### src/rtl/sal_pkg.sv
package sal_pkg;
  localparam int ADDR_W  = 7;
  localparam int STRAP_W = 2;

  typedef enum logic [STRAP_W-1:0] {
    STRAP_LOW   = 2'b00,
    STRAP_FLOAT = 2'b01,
    STRAP_HIGH  = 2'b10,
    STRAP_RSVD  = 2'b11
  } strap_e;

  // Strap level to 7-bit address; reserved code behaves as floating.
  function automatic logic [ADDR_W-1:0] strap_to_addr(input logic [STRAP_W-1:0] s);
    case (s)
      STRAP_LOW:  strap_to_addr = 7'b1001000;
      STRAP_HIGH: strap_to_addr = 7'b1001011;
      default:    strap_to_addr = 7'b1001010;
    endcase
  endfunction
endpackage

### src/rtl/sal_strap_track.sv
module sal_strap_track
  import sal_pkg::*;
(
  input  logic               clk,
  input  logic               rst_n,
  input  logic [STRAP_W-1:0] strap,
  output logic               strap_chg
);
  logic [STRAP_W-1:0] strap_q;

  always_ff @(posedge clk) begin
    if (!rst_n) strap_q <= STRAP_LOW;
    else        strap_q <= strap;
  end

  assign strap_chg = (strap != strap_q);
endmodule

### src/rtl/sal_occ_count.sv
module sal_occ_count #(
  parameter int BITCNT_W   = 4,
  parameter int ADDR_BITS  = 7,
  parameter int OCC_TARGET = 2,
  localparam int OCC_W     = $clog2(OCC_TARGET + 1)
) (
  input  logic                clk,
  input  logic                rst_n,
  input  logic                start_det,
  input  logic                addr_match,
  input  logic [BITCNT_W-1:0] bit_cnt,
  input  logic                scl_rise,
  input  logic                strap_chg,
  input  logic                locked,
  output logic [OCC_W-1:0]    occ_cnt,
  output logic                lock_fire
);
  logic armed;
  logic pend;

  logic at_last, hit, byte_end;
  assign at_last  = (bit_cnt == BITCNT_W'(ADDR_BITS));
  assign hit      = armed & addr_match & at_last;
  assign byte_end = scl_rise & at_last;

  assign lock_fire = pend & byte_end & ~locked & ~strap_chg;

  always_ff @(posedge clk) begin
    if (!rst_n) begin
      armed   <= 1'b0;
      pend    <= 1'b0;
      occ_cnt <= '0;
    end else if (locked) begin
      armed <= 1'b0;
      pend  <= 1'b0;
    end else if (strap_chg) begin
      armed   <= 1'b0;
      pend    <= 1'b0;
      occ_cnt <= '0;
    end else if (start_det) begin
      armed <= 1'b1;
      pend  <= 1'b0;
    end else if (byte_end) begin
      armed <= 1'b0;
      pend  <= 1'b0;
    end else if (hit) begin
      occ_cnt <= (occ_cnt == OCC_W'(OCC_TARGET)) ? occ_cnt : occ_cnt + 1'b1;
      pend    <= (occ_cnt >= OCC_W'(OCC_TARGET - 1));
    end
  end
endmodule

### src/rtl/sal_addr_hold.sv
module sal_addr_hold
  import sal_pkg::*;
(
  input  logic              clk,
  input  logic              rst_n,
  input  logic              lock_fire,
  input  logic [ADDR_W-1:0] live_addr,
  output logic              locked,
  output logic [ADDR_W-1:0] slave_addr
);
  logic [ADDR_W-1:0] held_addr;

  always_ff @(posedge clk) begin
    if (!rst_n) begin
      locked    <= 1'b0;
      held_addr <= '0;
    end else if (lock_fire) begin
      locked    <= 1'b1;
      held_addr <= live_addr;
    end
  end

  assign slave_addr = locked ? held_addr : live_addr;
endmodule

### src/rtl/strap_addr_latch.sv
module strap_addr_latch
  import sal_pkg::*;
#(
  parameter int BITCNT_W   = 4,
  parameter int ADDR_BITS  = 7,
  parameter int OCC_TARGET = 2,
  localparam int OCC_W     = $clog2(OCC_TARGET + 1)
) (
  input  logic                clk,
  input  logic                rst_n,
  input  logic [STRAP_W-1:0]  strap_state,
  input  logic                scl,
  input  logic                start_det,
  input  logic                addr_match,
  input  logic [BITCNT_W-1:0] bit_cnt,
  output logic [ADDR_W-1:0]   slave_addr,
  output logic                addr_locked
);
  // Named internal events, visible to the bound checker.
  logic              scl_q;
  logic              scl_rise;
  logic              strap_chg;
  logic [OCC_W-1:0]  occ_cnt;
  logic              lock_fire;
  logic [ADDR_W-1:0] live_addr;

  always_ff @(posedge clk) begin
    if (!rst_n) scl_q <= 1'b1;
    else        scl_q <= scl;
  end
  assign scl_rise  = scl & ~scl_q;
  assign live_addr = strap_to_addr(strap_state);

  sal_strap_track u_track (
    .clk       (clk),
    .rst_n     (rst_n),
    .strap     (strap_state),
    .strap_chg (strap_chg)
  );

  sal_occ_count #(
    .BITCNT_W   (BITCNT_W),
    .ADDR_BITS  (ADDR_BITS),
    .OCC_TARGET (OCC_TARGET)
  ) u_count (
    .clk        (clk),
    .rst_n      (rst_n),
    .start_det  (start_det),
    .addr_match (addr_match),
    .bit_cnt    (bit_cnt),
    .scl_rise   (scl_rise),
    .strap_chg  (strap_chg),
    .locked     (addr_locked),
    .occ_cnt    (occ_cnt),
    .lock_fire  (lock_fire)
  );

  sal_addr_hold u_hold (
    .clk        (clk),
    .rst_n      (rst_n),
    .lock_fire  (lock_fire),
    .live_addr  (live_addr),
    .locked     (addr_locked),
    .slave_addr (slave_addr)
  );
endmodule

### config.mk
export PLATFORM = sky130hd
export DESIGN_NAME = strap_addr_latch
export DESIGN_NICKNAME = d
export VERILOG_FILES = /design/src/rtl/sal_pkg.sv /design/src/rtl/sal_strap_track.sv /design/src/rtl/sal_occ_count.sv /design/src/rtl/sal_addr_hold.sv /design/src/rtl/strap_addr_latch.sv
export SDC_FILE = /design/constraint.sdc
export NUM_CORES = 1
export LEC_CHECK = 0
export BUFFER_PORTS_ARGS = -buffer_cell sky130_fd_sc_hd__buf_4
export CAP_MARGIN = 10
export CELL_PAD_IN_SITES_DETAIL_PLACEMENT = 1
export CELL_PAD_IN_SITES_GLOBAL_PLACEMENT = 1
export CORE_MARGIN = 4
export CORE_UTILIZATION = 36
export CTS_BUF_LIST = sky130_fd_sc_hd__clkbuf_4 sky130_fd_sc_hd__clkbuf_8
export DETAILED_ROUTE_END_ITERATION = 8
export PLACE_DENSITY_LB_ADDON = 0.1
export SYNTH_ARGS = -nofsm -noshare
export SYNTH_HDL_FRONTEND = slang
export SYNTH_SLANG_ARGS = --single-unit
export TNS_END_PERCENT = 50
### constraint.sdc
create_clock -name clk -period 1.65 [get_ports clk]
set_clock_uncertainty 0.05 [all_clocks]
set_input_delay 0.33 -clock clk [delete_from_list [all_inputs] [get_ports clk]]
set_output_delay 0.33 -clock clk [all_outputs]
set_load 0.01 [all_outputs]
# [Word-level counts from Yosys, hierarchy flattened]
# Index checks and enable logic that the tools add are counted.
# Widths: inputs -> output; s select.
[word_totals] regBits=15 output_inout_bits=8 elab_cells=42
[classes] n_eq_ne=7 bitwise=11 add_sub_neg=1 mux=9 n_lt_le_gt_ge=1 reduce_logical=6
[op_table] op="$mux 2" count=5
[op_table] op="$and 1x1->1" count=7
[op_table] op="$mux 7" count=1
[op_table] op="$ne 2x1->1 const B" count=3
[op_table] op="$reduce_and 5->1" count=1
[op_table] op="$reduce_or 5->1" count=1
[op_table] op="$eq 2x2->1 const B" count=2
[op_table] op="$eq 4x3->1 const B" count=1
[op_table] op="$not 1->1" count=4
[op_table] op="$pmux 2 s2" count=1
[op_table] op="$reduce_bool 2->1" count=2
[op_table] op="$reduce_or 3->1" count=1
[op_table] op="$add 2x1->2 const B" count=1
[op_table] op="$ge 2x1->1 const B" count=1
[op_table] op="$logic_not 2->1" count=1
[op_table] op="$mux 1" count=2
[op_table] op="$ne 2x2->1" count=1

# [Logic depth before layout (Yosys ltp)]
# Gate-level depths: netlist (run 1).
[depth] ltp_word=6 ltp_mapped=6 depth_no_buf=6

# [Hierarchy]
# From an unflattened synthesis (run 1), not the netlist that was laid out.
[hier_totals] hier_cells=76 area_unflattened_um2=805.8
[by_module_without_submodules] mod="sal_addr_hold" area_each_um2=409.1 cells_each=32 n_inst=1
[by_module_without_submodules] mod="sal_occ_count" area_each_um2=269.0 cells_each=30 n_inst=1
[by_module_without_submodules] mod="sal_strap_track" area_each_um2=75.1 cells_each=7 n_inst=1
[by_module_without_submodules] mod="strap_addr_latch" area_each_um2=52.6 cells_each=7 n_inst=1

# [Least setup slack after synthesis (run 1)]
# OpenSTA, ideal clock, no wires.
[synth_path] path_kind="register to output" startpoint="register u_hold.held_addr[3] (netlist name)" endpoint="output port slave_addr[1]" setup_slack_ps=333 path_stages_with_launch=4 n_path_buf=1 t_required_ps=1270 t_arrival_ps=937 cell_sequence="dfxtp_1 > clkbuf_1 > nor3_1 > a21oi_1"
[synth_lines] element="end: declaration" line_no="strap_addr_latch.sv:16" rtl="output logic [ADDR_W-1:0] slave_addr,"

==> results.md, run 1 <==
* Outcome: completed
* Synth Flop Type: dfxtp_1
* Final Hold Viols at 0
* Post-synthesis sequential area ratio at 0.3486
* Final Cycle Share at 0.9325
* Die Span Y at 47.94 µm
* EDFF count, synth at 0
* IO buf count at 13
* Fin nets at between 90 and 100
* Post-CTS Hold Buffers at 0
* Hold Path Sink: u_count.pend
* Comb pwr share at 0.126
* Post-CTS Setup Bufs at 0
* FF-to-FF End: u_count.occ_cnt[1]
* Worst hold path cell count at 2
* Crit-path max FO at 10
* Chip width at 47.94 µm
* Initial antenna violation count at 0
* Pleak at about 0.3 nW
* Post-Route WL at roughly 1100 µm
* Via-per-instance ratio at just over 5
* Reg2reg path depth at 6
* WS Path Type: flip-flop to output port
* CTS max path bufs at 2
* RSZ-0062 raised after global routing: false
* #FFs+latches synth at 10
* Crit path capture type: output port
* Routed Antenna Nets at 0
* Most frequent cells in the layout: buf_4 (13), dfxtp_1 (10), nand2_1 (7)
* Sw power at between 0.1 and 0.15 mW
* Min Tclk post-route at 1539 ps
* Internal cell power at roughly 0.4 mW
* DRC at 0
* Max Slew Vio Count at 0
* Post-synth ARST share at 0
* Ports at 19
* Hold Path Class: primary input to flip-flop
* Sw Ratio at 0.2336
* Root Buffer: clkbuf_4
* Setup TNS at 0 ps
* Wire length per cell at between 10 and 15 µm
* Die footprint at roughly 2300 µm²
* Worst r2r src: u_count.occ_cnt[0]
* Gpl congestion at a little over 0.7
* Netlist cell types at 29
* Pre-antenna DRT Iters at 4
* Yosys warns at 0
* R2r setup slk at around 300 ps
* Clock power share at 0.411
* Core area at 1506 µm²
* Post-Syn Instances at just under 70
* Syn avg cell area at 8.446 µm²
* Placed wire-length estimate at just over 900 µm
* Mapped cell area at 574.3 µm²
* Inserted Clock Buffers at 3
* CTS resizes at 0
* Startpoint Class: flip-flop
* CP arrival at roughly 1200 ps
* CTS tree: done
* Most common cell after layout, fill and taps aside: buf_4
* First-pass GRT wire length at between 1500 and 2000 µm
* Hold_sp: start_det
* Latest clock arrival within the worst-skew pair at about 260 ps
* Sequential power share at 0.463
* Worst-path clk slew at 70 ps
* Fin Hold WS at about 200 ps
* Starting Density at 0.3812
* Vias in the first global route at 479
* Layout area overhead at 20.91%
* Share of layout cells above drive strength 1 at 0.2716
* Sink Count at 10
* Ant. Diodes at 0
* Final setup fails at 0
* Achievable Freq at approximately 650 MHz
* Gr usage total at 0.1196
* # fillers at ~190
* Largest net degree at the start of global routing at 15
* Num rows at 14
* Critical Path RT at 1270 ps
* Max-Cap Viols at 0
* H-tree levels at 1
* Pwr dens at 773.5 nW/µm²
* Gr ovfl total at 0
* Iter 0 DRT Violations at 6
* Max VDD drop at a little over 0.4 mV
* Via count at 489
-- power groups by stage --
stage               Combinational [mW]  Sequential (mW)  Clock, mW
global placement                0.0662            0.254          0
CTS                             0.0681            0.249      0.228
detailed placement              0.0679            0.254          0
global route                    0.0765            0.249      0.246
finish                          0.0674            0.249      0.221
floorplan                       0.0437            0.254          0
-- synthesized netlist by cell type (2+ instances only) --
master	instances	share of area
nand2_1	7	0.046
nor2b_1	2	0.022
mux2i_1	2	0.035
nand2b_1	2	0.022
and2_1	2	0.022
buf_4	5	0.065
o21ai_1	2	0.017
nand3_1	2	0.017
clkbuf_1	2	0.013
ha_1	2	0.044
a31oi_1	2	0.022
a21oi_1	3	0.026
inv_1	3	0.020
dfxtp_1	10	0.35
nor2_1	4	0.026
conb_1	2	0.013
xor2_1	2	0.031
nand4_1	3	0.033
-- flip-flops by register name (all words and copies together) (netlist names) --
name              count
u_hold.held_addr      3
u_count.occ_cnt       2
u_track.strap_q       2
scl_q                 1
u_count.armed         1
u_count.pend          1
-- per-layer routing --
layer  global-route usage  up-vias  part of all wire
met1               0.1356      229              0.43
met2               0.2005       10              0.51
met5                    0        -                 0
met3              0.06767        0             0.061
li1                     -      250                 -
met4              0.01613        0                 0
-- kinds of logic (layout without fill, tap and decap cells) --
family                   after synthesis  count (layout)  synth area share
adder cells (fa/ha/maj)                2               2           0.04357
AND/OR/NAND/NOR                       31              31            0.3399
flip-flops                            10              10            0.3486
AO/OA/AOI/OAI                          9               9           0.09149
XOR/XNOR                               2               2           0.03051
buffers and inverters                 10              20           0.09805
other                                  2               5           0.01308
multiplexers                           2               2           0.03486
-- through the flow --
step	total power, mW	setup slack (ps)	instance area [µm²]	std cells	util
floorplan	0.2975	332.6	585.6	71	-
global placement	0.3204	271.4	658.1	93	0.4369
detailed placement	0.3223	238.7	658.1	93	0.4369
CTS	0.5444	99.35	694.4	97	0.4610
global route	0.5719	0.6896	694.4	97	0.4610
finish	0.5372	111.3	694.4	97	0.4610
-- critical path, cell delays in order (launching register included) --
cell and delay [ps]:
dfxtp_1 530, nor3_1 110, a21oi_1 130, buf_4 140
-- layout make-up --
type	instances	area (µm²)	area share
Multi-Input combinational cell	51	329.1	0.4739
Sequential cell	10	200.2	0.2883
Timing Repair Buffer	13	97.59	0.1405
Clock buffer	4	36.28	0.05225
Tap cell	16	20.02	0.02883
Inverter	3	11.26	0.01622
-- worst max path at each step --
stage                   startpoint       endpoint  slack [ps]  depth (start not counted)
2_1_floorplan  u_hold.held_addr[3]  slave_addr[1]         330                          3
3_3_place_gp            bit_cnt[3]   u_count.pend         270                          5
3_5_place_dp            bit_cnt[3]   u_count.pend         240                          5
4_1_cts        u_hold.held_addr[3]  slave_addr[1]         100                          3
5_1_grt        u_hold.held_addr[3]  slave_addr[1]         0.7                          3
6_report       u_hold.held_addr[3]  slave_addr[1]         110                          3
Power figures use the tool's default switching activity.
==> run 2: changes to the inputs <==
--- a/config.mk
+++ b/config.mk
@@ -14,6 +14,7 @@
 export CTS_BUF_LIST = sky130_fd_sc_hd__clkbuf_4 sky130_fd_sc_hd__clkbuf_8
 export DETAILED_ROUTE_END_ITERATION = 8
 export PLACE_DENSITY_LB_ADDON = 0.1
+export REMOVE_ABC_BUFFERS = 1
 export SYNTH_ARGS = -nofsm -noshare
 export SYNTH_HDL_FRONTEND = slang
 export SYNTH_SLANG_ARGS = --single-unit
==> results.md, run 2 (same netlist as run 1, synthesis figures left out) <==
* H-tree levels at 1
* Number of flip-flops in the largest register at 3
* Wire length per cell at about 12 µm
* Inserted Clock Buffers at 3
* Hold Path Class: primary input to flip-flop
* Most frequent cells in the layout: buf_4 (13), dfxtp_1 (9), nand2_1 (7)
* Largest stage delay on the critical path at approximately 380 ps
* Startpoint Class: flip-flop
* Share of layout cells above drive strength 1 at 0.2840
* CP Buf/Inv Count at 1
* Max-Cap Viols at 0
* Final std cells w/o fill at 97
* Max VDD drop at about 0.32 mV
* IO buf count at 13
* Setup TNS at 0 ps
* RSZ-0062 raised after global routing: false
* Placed wire-length estimate at 884.8 µm
* Biggest regs: u_hold.held_addr (3), u_count.occ_cnt (2), u_track.strap_q (2)
* Initial antenna violation count at 0
* Vias in the first global route at 428
* Num rows at 14
* Final setup fails at 0
* CTS tree: done
* Outcome: completed
* Worst-path clk slew at ~70 ps
* CP arrival at 1040 ps
* Gr ovfl total at 0
* Most common cell after layout, fill and taps aside: buf_4
* Via-per-instance ratio at around 5
* Ant. Diodes at 0
* Pre-antenna DRT Iters at 3
* Chip width at 47.94 µm
* Layout area overhead at 21.13%
* Ports at 19
* Root Buffer: clkbuf_4
* Largest net degree at the start of global routing at 15
* # fillers at around 190
* Via count at 480
* Routed Antenna Nets at 0
* Critical Path RT at approximately 1300 ps
* Die footprint at between 2000 and 2500 µm²
* Post-Route WL at approximately 1100 µm
* Gr usage total at 0.1157
* Crit path max-delay cell type: dfxtp_2
* Die Span Y at ~48 µm
* Footprint of the multi-input gates at 329.1 µm²
* Fin Hold WS at slightly below 200 ps
* Gpl congestion at about 0.73
* R2r setup slk at 340 ps
* Pleak at roughly 0.29 nW
* Crit-path max FO at 10
* Final Cycle Share at 0.8579
* CTS max path bufs at 2
* Iter 0 DRT Violations at 2
* Core area at around 1500 µm²
* Achievable Freq at just over 700 MHz
* Crit path capture type: output port
* Critical path, cell by cell: nor3_1, a21oi_1, buf_4
* Cell family with most CP delay: flip-flops
* First-pass GRT wire length at between 1500 and 2000 µm
* Placed cell count at just over 90
* Max Slew Vio Count at 0
* Fin nets at 95
* Post-CTS Hold Buffers at 0
* Sequential Area at ~200 µm²
* Starting Density at 0.3812
* Latest clock arrival within the worst-skew pair at 270 ps
* Sink Count at 10
* Final Hold Viols at 0
* Top reg by flops: u_hold.held_addr
* Pwr dens at ~780 nW/µm²
* Min Tclk post-route at between 1000 and 1500 ps
* WS Path Type: flip-flop to output port
* DRC at 0
## run 2: timing repair
action                                  4_1_cts  5_1_grt
setup buffers                                 0        0
endpoints found under the setup margin        0        1
gates resized for setup                       0        1
## run 2: final cells by class
type                            count  share of cell area
Clock buffer                        4             0.05216
Tap cell                           16             0.02878
Timing Repair Buffer               13              0.1403
Multi-Input combinational cell     51              0.4730
Inverter                            3             0.01619
Sequential cell                    10              0.2896
## run 2: report_power, final
| group | total [mW] | internal, mW | leakage [nW] | switching (mW) |
|---|---|---|---|---|
| Sequential | 0.248 | 0.246 | 0.0820 | 0.00225 |
| Combinational | 0.0670 | 0.0315 | 0.189 | 0.0356 |
| Clock | 0.224 | 0.134 | 0.0210 | 0.0903 |
## run 2: per-stage QoR
stage,power [mW],area (µm²),setup slack (ps),util
after floorplan,0.2862,540.5,415.2,-
after global placement,0.3203,658.1,269.4,0.4369
after detailed placement,0.3216,658.1,248.4,0.4369
after CTS,0.5522,694.4,98.51,0.4610
after global routing,0.5727,695.7,137.5,0.4618
final,0.5397,695.7,234.5,0.4618
## run 2: metal layers
layer,track usage,up-vias,share of wire
li1,-,249,-
met1,0.1463,216,0.45
met2,0.1741,15,0.47
met3,0.06767,0,0.082
met4,0.01613,0,0
met5,0,-,0
## run 2: final timing paths
kind	start	end	cells after the start
max	u_hold.held_addr[3]	slave_addr[1]	3
min	start_det	u_count.pend	2
max reg2reg	u_count.occ_cnt[0]	u_count.occ_cnt[1]	6
min reg2reg	u_hold.held_addr[0]	u_hold.held_addr[0]	2
==> run 3: changes to the inputs <==
--- a/config.mk
+++ b/config.mk
@@ -8,9 +8,10 @@
 export BUFFER_PORTS_ARGS = -buffer_cell sky130_fd_sc_hd__buf_4
 export CAP_MARGIN = 10
 export CELL_PAD_IN_SITES_DETAIL_PLACEMENT = 1
-export CELL_PAD_IN_SITES_GLOBAL_PLACEMENT = 1
+export CELL_PAD_IN_SITES_GLOBAL_PLACEMENT = 2
+export CORE_ASPECT_RATIO = 1.25
 export CORE_MARGIN = 4
-export CORE_UTILIZATION = 36
+export CORE_UTILIZATION = 28
 export CTS_BUF_LIST = sky130_fd_sc_hd__clkbuf_4 sky130_fd_sc_hd__clkbuf_8
 export DETAILED_ROUTE_END_ITERATION = 8
 export PLACE_DENSITY_LB_ADDON = 0.1
==> results.md, run 3 (same netlist as run 1, synthesis figures left out) <==
* Chip width at approximately 49 µm
* RSZ-0062 raised after global routing: false
* Routed Antenna Nets at 0
* Die Span Y at roughly 60 µm
* Max Slew Vio Count at 0
* Inserted Clock Buffers at 3
* Pwr dens at ~700 nW/µm²
* Starting Density at 0.2931
* Pre-antenna DRT Iters at 1
* Largest net degree at the start of global routing at 15
* Pleak at 0.2848 nW
* Hold Path Class: primary input to flip-flop
* Latest clock arrival within the worst-skew pair at roughly 270 ps
* Post-Place Worst Slack at roughly 230 ps
* Outcome: completed
* Iter 0 DRT Violations at 0
* Area post-placement at 663.1 µm²
* Core area at 1959 µm²
* Achievable Freq at ~700 MHz
* FF-to-FF End: u_count.occ_cnt[1]
* IO buf count at 13
* DRC at 0
* Final Hold Viols at 0
* Final Cycle Share at 0.8631
* Ant. Diodes at 0
* Startpoint Class: flip-flop
* Layout area overhead at 19.61%
* Reg2reg path depth at 6
* Fin nets at 95
* Setup TNS at 0 ps
* Root Buffer: clkbuf_4
* Final instance area at a little under 700 µm²
* First-pass GRT wire length at about 2200 µm
* Critical Path RT at 1270 ps
* Design Power at slightly below 0.5 mW
* Post-Route WL at between 1000 and 1500 µm
* Fin Hold WS at about 190 ps
* Top reg by flops: u_hold.held_addr
* Via-per-instance ratio at 5.090
* Sink Count at 10
* Ports at 19
* Worst r2r src: u_count.occ_cnt[0]
* Share of layout cells above drive strength 1 at 0.2750
* Number of flip-flops in the largest register at 3
* H-tree levels at 1
* Die footprint at approximately 2800 µm²
* Worst hold path cell count at 2
* Most frequent cells in the layout: buf_4 (13), dfxtp_1 (9), nand2_1 (7)
* Crit path capture type: output port
* Placed wire-length estimate at 1015 µm
* CTS max path bufs at 2
* Final setup fails at 0
* CTS tree: done
* CP arrival at ~1000 ps
* Biggest regs: u_hold.held_addr (3), u_count.occ_cnt (2), u_track.strap_q (2)
* Gr usage total at 0.09741
* Fin worst setup slack at approximately 230 ps
* Max-Cap Viols at 0
* Worst-path clk slew at 70 ps
* WS Path Type: flip-flop to output port
* Gpl congestion at 0.7818
* Most common cell after layout, fill and taps aside: buf_4
* Initial antenna violation count at 0
* Gr ovfl total at 0
* Hold_sp: start_det
* Min Tclk post-route at between 1000 and 1500 ps
* R2r setup slk at between 200 and 300 ps
* Max VDD drop at approximately 0.35 mV
* Via count at 509
* Crit-path max FO at 10
* Num rows at 18
* Hold Path Sink: u_count.pend
* Wire length per cell at 12.50 µm
* Vias in the first global route at 494
run 3: routing by layer:
layer  up-vias  share of wire  track usage
li1        249              -            -
met1       242           0.40       0.1025
met2        14           0.51       0.1735
met3         4          0.071      0.02532
met4         0          0.020      0.05769
met5         -              0            0
run 3: timing repair:
| action | 4_1_cts | 5_1_grt |
|---|---|---|
| hold buffers | 0 | 0 |
| endpoints found under the setup margin | 0 | 1 |
| gates resized for setup | 0 | 1 |
| setup buffers | 0 | 0 |
run 3: power by group:
part / internal, mW / switching [mW] / leakage (nW) / total [mW]
sequential: 0.246 / 0.00230 / 0.0820 / 0.249
clock: 0.0844 / 0.0868 / 0.0138 / 0.171
combinational: 0.0314 / 0.0362 / 0.189 / 0.0676
run 3: final cells by class:
type | instances | area, µm²
fill | 238 | 1272
timing repair buffer | 13 | 97.59
multi-input combinational | 51 | 329.1
tap | 20 | 25.02
clock buffer | 3 | 22.52
inverter | 3 | 11.26
sequential | 10 | 201.4
run 3: through the flow:
step / utilization / std cells
after floorplan: - / 64
after global placement: 0.3384 / 97
after detailed placement: 0.3384 / 97
after CTS: 0.3499 / 100
after global routing: 0.3506 / 100
final: 0.3506 / 100
run 3: worst max-delay path by stage:
stage / startpoint / endpoint / cells past startpoint
2_1_floorplan: bit_cnt[3] / u_count.pend / 4
4_1_cts: u_hold.held_addr[3] / slave_addr[1] / 3
3_3_place_gp: bit_cnt[3] / u_count.pend / 5
6_report: u_hold.held_addr[3] / slave_addr[1] / 3
3_5_place_dp: bit_cnt[3] / u_count.pend / 5
5_1_grt: u_hold.held_addr[3] / slave_addr[1] / 3
run 3: critical path: stages, from the launching register on:
cell and delay, ps:
dfxtp_2 380, nor3_1 190, a21oi_1 60, buf_4 140
